### src/rtl/framer_pkg.sv
// Shared types for the byte framer.
package framer_pkg;

    // Framing state: hunting for the pattern, confirming a candidate, locked.
    typedef enum logic [1:0] {
        ST_HUNT    = 2'd0,
        ST_PRESYNC = 2'd1,
        ST_SYNC    = 2'd2
    } frm_state_e;

endpackage

### src/rtl/frm_window.sv
// Alignment window.
// Keeps the last two valid input bytes. Together with the byte now arriving
// they form a 24-bit window. For each of the eight bit offsets it reports
// whether the 16 bits starting there equal {A1,A2}. It also produces the
// aligned byte at the selected offset. The aligned byte is taken from the
// newest 16 bits, so on a match it is the first A2 byte.
// Assumes the earliest received bit sits in bit 7 of each byte.
module frm_window #(
    parameter logic [7:0] A1_BYTE = 8'hF6,
    parameter logic [7:0] A2_BYTE = 8'h28
) (
    input  logic       clk,
    input  logic       rst_n,
    input  logic       in_valid,
    input  logic [7:0] in_data,
    input  logic [2:0] off,
    output logic [7:0] match_vec,
    output logic [7:0] aligned
);
    localparam int NOFF = 8;
    localparam logic [15:0] PATTERN = {A1_BYTE, A2_BYTE};

    logic [7:0]  hist1;
    logic [7:0]  hist0;
    logic [23:0] win;
    logic [15:0] pair;
    logic [7:0]  cand [NOFF];

    // Shift the byte history on every valid input byte only.
    always_ff @(posedge clk) begin
        if (!rst_n) begin
            hist1 <= '0;
            hist0 <= '0;
        end else if (in_valid) begin
            hist1 <= hist0;
            hist0 <= in_data;
        end
    end

    assign win  = {hist1, hist0, in_data};
    assign pair = {hist0, in_data};

    // One comparator and one candidate byte per bit offset.
    for (genvar k = 0; k < NOFF; k++) begin : g_off
        assign match_vec[k] = (win[23-k -: 16] == PATTERN);
        assign cand[k]      = pair[15-k -: 8];
    end

    // Select the candidate byte for the locked offset.
    assign aligned = cand[off];

endmodule

### src/rtl/frm_sync_fsm.sv
// Frame synchronisation state machine.
// Tracks the position of the aligned byte inside the frame, hunts for the
// A1/A2 boundary, confirms it over CONFIRM frames and counts errored frames
// while in frame. It also holds the two sticky alarms.
// Assumes NUM_A1 + 1 < FRAME_LEN and that step marks each valid byte.
module frm_sync_fsm
    import framer_pkg::*;
#(
    parameter int FRAME_LEN = 9720,
    parameter int NUM_A1    = 12,
    parameter int CONFIRM   = 2,
    parameter int ERR_LIMIT = 4
) (
    input  logic       clk,
    input  logic       rst_n,
    input  logic       step,
    input  logic [7:0] match_vec,
    input  logic [1:0] alarm_clr,
    output logic [2:0] off,
    output logic       in_frame,
    output logic       at_first_a1,
    output logic       frame_tick,
    output logic       err_alarm,
    output logic       oof_alarm
);
    localparam int IDX_W = $clog2(FRAME_LEN);
    localparam int GC_W  = $clog2(CONFIRM + 1);
    localparam int BC_W  = $clog2(ERR_LIMIT + 1);
    localparam logic [IDX_W-1:0] LAST_IDX = IDX_W'(FRAME_LEN - 1);
    localparam logic [IDX_W-1:0] A2_IDX   = IDX_W'(NUM_A1);
    localparam logic [IDX_W-1:0] POST_A2  = IDX_W'(NUM_A1 + 1);

    frm_state_e       state;
    logic [IDX_W-1:0] idx;
    logic [IDX_W-1:0] idx_inc;
    logic [GC_W-1:0]  good_cnt;
    logic [BC_W-1:0]  bad_cnt;
    logic             found;
    logic [2:0]       found_k;
    logic             at_check;
    logic             good;
    logic             ev_err;
    logic             ev_oof;

    // Lowest offset with a match wins.
    always_comb begin
        found_k = '0;
        for (int k = 7; k >= 0; k--) begin
            if (match_vec[k]) found_k = 3'(k);
        end
        found = |match_vec;
    end

    // Position arithmetic and per-frame check point.
    always_comb begin
        idx_inc  = (idx == LAST_IDX) ? '0 : idx + 1'b1;
        at_check = (idx == A2_IDX);
        good     = match_vec[off];
    end

    // Alarm events: a miss while in frame, and the miss that ends the frame.
    always_comb begin
        ev_err = step && (state == ST_SYNC) && at_check && !good;
        ev_oof = ev_err && (bad_cnt == BC_W'(ERR_LIMIT - 1));
    end

    // State, frame position and acquisition/loss counters.
    always_ff @(posedge clk) begin
        if (!rst_n) begin
            state    <= ST_HUNT;
            idx      <= '0;
            off      <= '0;
            good_cnt <= '0;
            bad_cnt  <= '0;
        end else if (step) begin
            idx <= idx_inc;
            unique case (state)
                ST_HUNT: begin
                    if (found) begin
                        off      <= found_k;
                        idx      <= POST_A2;
                        good_cnt <= '0;
                        state    <= ST_PRESYNC;
                    end
                end
                ST_PRESYNC: begin
                    if (at_check) begin
                        if (!good) begin
                            state <= ST_HUNT;
                        end else if (good_cnt == GC_W'(CONFIRM - 1)) begin
                            bad_cnt <= '0;
                            state   <= ST_SYNC;
                        end else begin
                            good_cnt <= good_cnt + 1'b1;
                        end
                    end
                end
                ST_SYNC: begin
                    if (at_check) begin
                        if (good) begin
                            bad_cnt <= '0;
                        end else if (ev_oof) begin
                            state <= ST_HUNT;
                        end else begin
                            bad_cnt <= bad_cnt + 1'b1;
                        end
                    end
                end
                default: state <= ST_HUNT;
            endcase
        end
    end

    // Sticky alarms: a clear pulse drops a bit, a new event sets it again.
    always_ff @(posedge clk) begin
        if (!rst_n) begin
            err_alarm <= 1'b0;
            oof_alarm <= 1'b0;
        end else begin
            err_alarm <= ev_err | (err_alarm & ~alarm_clr[0]);
            oof_alarm <= ev_oof | (oof_alarm & ~alarm_clr[1]);
        end
    end

    assign in_frame    = (state == ST_SYNC);
    assign at_first_a1 = (idx == '0);
    assign frame_tick  = step && (idx == LAST_IDX);

endmodule

### src/rtl/frm_lof.sv
// Loss-of-frame integrator.
// Counts frame periods spent out of frame and in frame. lof rises after
// SET_FRAMES periods out of frame and falls after CLR_FRAMES in frame.
// Each count restarts when the frame state changes.
// Assumes tick pulses once per frame period.
module frm_lof #(
    parameter int SET_FRAMES = 24,
    parameter int CLR_FRAMES = 24
) (
    input  logic clk,
    input  logic rst_n,
    input  logic tick,
    input  logic in_frame,
    output logic lof
);
    localparam int SW = $clog2(SET_FRAMES + 1);
    localparam int CW = $clog2(CLR_FRAMES + 1);

    logic [SW-1:0] oof_cnt;
    logic [CW-1:0] inf_cnt;

    // Integrate whichever state is current and restart the other count.
    always_ff @(posedge clk) begin
        if (!rst_n) begin
            oof_cnt <= '0;
            inf_cnt <= '0;
            lof     <= 1'b0;
        end else if (in_frame) begin
            oof_cnt <= '0;
            if (tick && inf_cnt != CW'(CLR_FRAMES)) begin
                inf_cnt <= inf_cnt + 1'b1;
                if (inf_cnt == CW'(CLR_FRAMES - 1)) lof <= 1'b0;
            end
        end else begin
            inf_cnt <= '0;
            if (tick && oof_cnt != SW'(SET_FRAMES)) begin
                oof_cnt <= oof_cnt + 1'b1;
                if (oof_cnt == SW'(SET_FRAMES - 1)) lof <= 1'b1;
            end
        end
    end

endmodule

### src/rtl/frm_byte_framer.sv
// STS-12 byte framer, top level.
// Aligns an unaligned byte stream to the octets of the line by hunting for
// the A1/A2 boundary. It emits the aligned bytes with one clock of latency
// and a pulse on the first A1 byte while in frame, and it reports frame
// status and alarms. Assumes in_valid marks each received byte.
module frm_byte_framer #(
    parameter int         FRAME_LEN  = 9720,
    parameter int         NUM_A1     = 12,
    parameter logic [7:0] A1_BYTE    = 8'hF6,
    parameter logic [7:0] A2_BYTE    = 8'h28,
    parameter int         CONFIRM    = 2,
    parameter int         ERR_LIMIT  = 4,
    parameter int         LOF_SET    = 24,
    parameter int         LOF_CLR    = 24
) (
    input  logic       clk,
    input  logic       rst_n,
    input  logic       in_valid,
    input  logic [7:0] in_data,
    input  logic [1:0] alarm_clr,
    output logic       out_valid,
    output logic [7:0] out_data,
    output logic       out_fp,
    output logic       in_frame,
    output logic       err_alarm,
    output logic       oof_alarm,
    output logic       lof
);
    logic [7:0] match_vec;
    logic [7:0] aligned;
    logic [2:0] off;
    logic       at_first_a1;
    logic       frame_tick;

    frm_window #(
        .A1_BYTE (A1_BYTE),
        .A2_BYTE (A2_BYTE)
    ) u_win (
        .clk       (clk),
        .rst_n     (rst_n),
        .in_valid  (in_valid),
        .in_data   (in_data),
        .off       (off),
        .match_vec (match_vec),
        .aligned   (aligned)
    );

    frm_sync_fsm #(
        .FRAME_LEN (FRAME_LEN),
        .NUM_A1    (NUM_A1),
        .CONFIRM   (CONFIRM),
        .ERR_LIMIT (ERR_LIMIT)
    ) u_fsm (
        .clk         (clk),
        .rst_n       (rst_n),
        .step        (in_valid),
        .match_vec   (match_vec),
        .alarm_clr   (alarm_clr),
        .off         (off),
        .in_frame    (in_frame),
        .at_first_a1 (at_first_a1),
        .frame_tick  (frame_tick),
        .err_alarm   (err_alarm),
        .oof_alarm   (oof_alarm)
    );

    frm_lof #(
        .SET_FRAMES (LOF_SET),
        .CLR_FRAMES (LOF_CLR)
    ) u_lof (
        .clk      (clk),
        .rst_n    (rst_n),
        .tick     (frame_tick),
        .in_frame (in_frame),
        .lof      (lof)
    );

    // Output register: aligned byte, its valid flag and the frame pulse.
    always_ff @(posedge clk) begin
        if (!rst_n) begin
            out_valid <= 1'b0;
            out_data  <= '0;
            out_fp    <= 1'b0;
        end else begin
            out_valid <= in_valid;
            out_fp    <= in_valid && in_frame && at_first_a1;
            if (in_valid) out_data <= aligned;
        end
    end

endmodule

### config.mk
export PLATFORM = sky130hd
export DESIGN_NAME = frm_byte_framer
export DESIGN_NICKNAME = d
export VERILOG_FILES = /design/src/rtl/framer_pkg.sv /design/src/rtl/frm_window.sv /design/src/rtl/frm_sync_fsm.sv /design/src/rtl/frm_lof.sv /design/src/rtl/frm_byte_framer.sv
export SDC_FILE = /design/constraint.sdc
export NUM_CORES = 1
export LEC_CHECK = 0
export BUFFER_PORTS_ARGS = -buffer_cell sky130_fd_sc_hd__clkbuf_2
export CAP_MARGIN = 20
export CORE_MARGIN = 2
export CORE_UTILIZATION = 25
export CTS_BUF_LIST = sky130_fd_sc_hd__clkbuf_16
export DETAILED_ROUTE_END_ITERATION = 8
export PLACE_DENSITY = 0.43
export SETUP_SLACK_MARGIN = 0.5
export SYNTH_ARGS = -nofsm -noshare
export SYNTH_HDL_FRONTEND = slang
export SYNTH_HIERARCHICAL = 1
export SYNTH_SLANG_ARGS = --single-unit
### constraint.sdc
create_clock -name clk -period 6.9 [get_ports clk]
set_input_delay 1.38 -clock clk [delete_from_list [all_inputs] [get_ports clk]]
set_output_delay 1.38 -clock clk [all_outputs]
set_load 0.02 [all_outputs]
After elaboration in Yosys (flattened, before gate mapping)
Index checks and enable logic that the tools add are counted.
- add/sub/neg operators: 5
- multiply operators: 0
- div/mod/pow operators: 0
- magnitude comparators: 2
- equal/unequal tests: 30
- shift operators: 0
- multiplexer cells: 41
- bitwise gates (word level): 8
- reductions and logical operators: 23
- operators with widths (kind ; count):
    equality test 16 bit (second input constant) ; 8
    2-to-1 mux 14 bit ; 3
    2-to-1 mux 3 bit ; 14
    binary-select mux 8 bit (select 3 bit) ; 1
    2-to-1 mux 2 bit ; 11
    2-to-1 mux 8 bit ; 2
    inequality test 2 x 1 -> 1 bit (second input constant) ; 8
    adder 14 x 1 -> 14 bit (second input constant) ; 1
    equality test 14 bit (second input constant) ; 1
    equality test 14 x 4 -> 1 bit (second input constant) ; 1
    logical NOT 14 bit ; 1
    AND reduction 7 bit ; 2
    adder 5 x 1 -> 5 bit (second input constant) ; 2
    equality test 5 bit (second input constant) ; 2
    inequality test 5 bit (second input constant) ; 2
    logical AND 1 bit ; 8
    nonzero test 2 bit ; 4
    OR reduction 8 bit ; 1
    2-to-1 mux 1 bit ; 6
    case mux 2 bit (3 select lines) ; 1
    case mux 3 bit (2 select lines) ; 1
    AND reduction 6 bit ; 1
    equality test 2 x 1 -> 1 bit (second input constant) ; 2
    >= comparator 4 bit (second input constant) ; 1
    20 further kinds ; 25
- bits in registers: 63
- bits in latches: 0
- RAM bits: 0
- bits in read-only memories: 0
- bits of input ports: 13
- output and inout port bits: 14
- word-level logic and storage cells: 124
- memories kept: 0

Logic depth before layout (Yosys ltp)
- word-level depth: 10
- gate-level depth with buffers: 9
- mapped depth without buffers: 8

Hierarchy
The synthesis kept the hierarchy.
- modules (own cells, without submodules) (module ; instances ; cells each ; area each (µm²) ; seq. area each (µm²)):
    frm_sync_fsm ; 1 ; 183 ; 1493.9 ; 520.5
    frm_window ; 1 ; 138 ; 1278.7 ; 320.3
    frm_lof ; 1 ; 65 ; 600.6 ; 220.2
    frm_byte_framer ; 1 ; 29 ; 356.6 ; 200.2

Worst setup path after synthesis
No wires, ideal clock.
- kind: input to register
- start: input in_data[3]
- end: register u_fsm.bad_cnt[0]
- library setup time: 70 ps
- arrival time: 3792 ps
- slack: 3038 ps
- cell stages on the path: 7
- buffers on the path: 0
- cell sequence: or4b_4 -> nor4_1 -> mux4_2 -> mux2i_1 -> a2111o_1 -> or3_1 -> a21oi_1
- longest elaborated chain between the ends: 8
- elaborated cells on any way between the ends: 14
- classes of those cells: eq/ne (5); mux (5); reduce/logical (4)
- RTL lines (what ; RTL line ; RTL):
    start, declared ; frm_byte_framer.sv:19 ; input logic [7:0] in_data,
    equality test 16 bit * ; frm_window.sv:45 ; assign match_vec[k] = (win[23-k -: 16] == PATTERN);
    net match_vec[5] ; frm_byte_framer.sv:29 ; logic [7:0] match_vec;
    binary-select mux 1 bit (select 3 bit) * ; frm_sync_fsm.sv:58 ; good = match_vec[off];
    2-to-1 mux 1 bit (implied by the code) * ; frm_sync_fsm.sv:58 ;
    logical NOT 1 bit ; frm_sync_fsm.sv:63 ; ev_err = step && (state == ST_SYNC) && at_check && !good;
    logical AND 1 bit ; frm_sync_fsm.sv:63 ;
    logical AND 1 bit ; frm_sync_fsm.sv:64 ; ev_oof = ev_err && (bad_cnt == BC_W'(ERR_LIMIT - 1));
    inequality test 3 x 2 -> 1 bit (no source line) ; n/a ;
    AND reduction 7 bit (no source line) ; n/a ;
    end signal, assigned ; frm_sync_fsm.sv:105 ; bad_cnt <= bad_cnt + 1'b1;
    end, declared ; frm_sync_fsm.sv:37 ; logic [BC_W-1:0] bad_cnt;
Mark *: on every way through the listed nets, which the timed path passes. The rest lies on a longest branch. The select of a mux whose other input is x is not followed.
A chain may end at the register's enable or synchronous reset.

Worst setup path in the final report
Ends and elaborated chain as after synthesis.

==> metrics.md <==
| Metric | Value |
|---|---|
| Post-synthesis register bit count | 63 |
| Mean Syn Cell Area | 8.99 um2 |
| Non-filler cells in the finished layout | 624 |
| Slew margin rel. | 0.302 |
| Measured slew at the worst slew-check pin | 1.05 ns |
| Worst IR Drop VDD | 0.114 mV |
| Diode count | 0 |
| Starting density of the core | 0.257 |
| CTS root buf | clkbuf_16 |
| Synthesized area | 3730 um2 |
| Core area | 14500 um2 |
| Hold WS | 0.449 ns |
| Largest net degree at the start of global routing | 39 |
| Hold Vio Cnt, Final | 0 |
| Total Neg Setup Slack | 0 ns |
| Synth top cells by count | 63 x dfxtp_1, 41 x mux2i_1, 32 x nor2b_1 |
| IO Port Bufs | 26 |
| Power, Total | 0.967 mW |
| DR pass1 iterations | 4 |
| Worst r2r src | u_win/hist0[4] |
| Critical path endpoint category | flip-flop |
| Die height | 126 um |
| Nets | 457 |
| Synth top area share | 0.338 |
| Fmax | 252 MHz |
| Clock buffer count from CTS | 9 |
| Vias | 3075 |
| Die area | 15900 um2 |
| WP data required | 7.16 ns |
| Die width | 126 um |
| Post-detail-place hpwl | 6170 um |
| Critical Path Start Type | input port |
| FF-to-FF End | u_fsm/bad_cnt[0] |
| CP Max Fanout | 7 |
| Final period util | 0.576 |
| Final Skew | 0.00996 ns |
| Area leader, netlist | dfxtp_1 |
| Clk slew on worst S/H paths | 0.06 ns |
| Mapped Cells | 415 |
| Slowest-stage cell, CP | nor4_1 |
| Grt total ovfl | 0 |
| Most common cell in the netlist | dfxtp_1 |
| CTS tree | built |
| Initial antenna violation count | 0 |
| Crit Path Category | in2reg |
| Yosys warns | 6 |
| Yosys cell types | 59 |
| Main area contributors after synthesis | dfxtp_1 34%, mux2i_1 11%, nor2b_1 5.4% |
| Final wirelength | 8830 um |
| Fin crit period | 3.97 ns |
| DR iter-0 viols | 151 |
| Via-to-Cell Ratio | 4.93 |
| CP Launch Point | in_data[3] |
| Register area share after synthesis | 0.338 |
| Deepest level of the CTS H-tree | 3 |
| Area Overhead vs Synth | 16.5% |
| Max-capacitance violation count | 0 |
| Clock buffer depth | 2 |
| Reg-to-reg slack, setup | 3.60 ns |
| # IOs | 27 |
| GRT Util Overall | 0.116 |
| DRC violations left | 0 |
| Slowest Stage Delay on Critical Path | 0.59 ns |
| Finished Core Util | 0.299 |
| Predominant post-synthesis flop cell | dfxtp_1 |
| Resized cells post-CTS | 0 |
| Final setup vio count | 0 |
| Crit path capture | u_fsm/bad_cnt[0] |
| Leak | 1.53 nW |
| RSZ-0062 raised after global routing | false |
| Async SR Flop Fraction | 0 |
| Synthesized Nets | 437 |
| Critical path arrival | 4.23 ns |
| Site Rows | 44 |
| Number of global-route vias before repair | 3073 |
| First-pass GRT wire length | 15100 um |
| Total power divided by cell area | 223 nW/um2 |
| Min-delay worst type | reg2reg |
| Worst skew pair latency | 0.33 ns |
| Final Wtd Congestion | 0.826 |
| Post-CTS Setup Inserts | 0 |
| Fraction of layout instances using a drive strength above 1 | 0.148 |
| Worst-path cell chain | clkbuf_2 -> or4b_4 -> nor4_1 -> mux4_2 -> mux2i_1 -> a2111o_1 -> or3_1 -> a21oi_1 |
| Reg2Reg Depth | 7 |
| Final Max Slew Viols | 0 |
| Clock Sinks | 63 |
| Antenna viol nets, final | 0 |
| DP Cell Count | 608 |
| Post-synth EDFFs | 0 |
| Post-cts hold buffer count | 0 |
| Wire per inst | 14.2 um |
| Status | completed |
cell families (layout without fill, tap and decap cells):
family	Yosys count	count (layout)	share of synthesized area
and+or+nand+nor	185	185	0.299
xor gates and xnor gates	13	13	0.0305
AOI/OAI and AO/OA	60	60	0.111
buffers and inverters	35	60	0.0453
muxes	50	50	0.146
adders and majority gates	9	9	0.0302
DFF	63	63	0.338
report_power, final:
part | switching, mW | internal (mW) | total [mW]
sequential | 0.0114 | 0.371 | 0.383
combinational | 0.0319 | 0.0264 | 0.0583
clock | 0.172 | 0.354 | 0.526
total | 0.216 | 0.751 | 0.967
sequential cells by signal, summed over array words and instances (netlist names), 3 cells and up:
| signal | cells |
|---|---|
| u_win/hist1 | 8 |
| u_fsm/idx | 14 |
| u_lof/oof_cnt | 5 |
| u_fsm/off | 3 |
| out_data | 8 |
| u_lof/inf_cnt | 5 |
| u_fsm/bad_cnt | 3 |
| u_win/hist0 | 8 |
cell type report:
type | count | area, um2
Sequential cell | 63 | 1260
Clock inverter | 7 | 120
Fill cell | 1587 | 10200
Inverter | 15 | 56.3
Clock buffer | 9 | 225
Multi-Input combinational cell | 317 | 2300
Tap cell | 184 | 230
Timing Repair Buffer | 29 | 153
cell usage in the layout, fill, tap and decap left out, types with 3 or more instances in the layout:
cell,count
mux4_2,3
or4b_4,3
ha_1,9
inv_1,15
and3_1,3
nand3_1,12
o21ai_0,5
a221o_1,3
o22ai_1,4
nor3_1,8
clkbuf_2,26
xnor2_1,5
nand4_1,15
xor2_1,8
nand2b_1,7
mux2_2,6
bufinv_16,3
a21oi_1,19
o221ai_1,4
clkbuf_16,9
nand2_1,26
nor2_1,31
a211oi_1,3
nor4_1,8
nand4b_1,6
and2_1,7
or4_1,4
nor2b_1,32
or3_1,8
a211o_1,3
buf_4,3
o211ai_1,3
nor4bb_1,3
dfxtp_1,63
mux2i_1,41
worst min path at each step:
stage          cells after the start               end  slack [ns]        startpoint
6_report                           2  u_fsm/bad_cnt[2]        0.45  u_fsm/bad_cnt[2]
5_1_grt                            2  u_fsm/bad_cnt[2]        0.48  u_fsm/bad_cnt[2]
3_5_place_dp                       2  u_fsm/bad_cnt[2]        0.44  u_fsm/bad_cnt[2]
2_1_floorplan                      2  u_fsm/bad_cnt[2]        0.43  u_fsm/bad_cnt[2]
4_1_cts                            2  u_fsm/bad_cnt[2]        0.45  u_fsm/bad_cnt[2]
3_3_place_gp                       2  u_fsm/bad_cnt[2]        0.45  u_fsm/bad_cnt[2]
critical path, delay by kind of cell:
kind                   cells  cell delay (ns)
AOI/OAI and AO/OA          2             0.65
buffers and inverters      1             0.12
muxes                      2             0.57
and+or+nand+nor            3             1.51
stage by stage:
step | setup WS, ns | cell area [um2]
after floorplan | 3.04 | 3730
after global placement | 2.65 | 4000
after detailed placement | 2.58 | 4000
after CTS | 2.93 | 4350
after global routing | 2.74 | 4350
final | 2.93 | 4350
per-layer routing:
layer	global-route usage	part of all wire	vias up
li1	-	-	1564
met1	0.149	0.49	1440
met2	0.189	0.46	56
met3	0.0255	0.033	15
met4	0.0452	0.020	0
met5	0	0	-
Power figures use the tool's default switching activity.
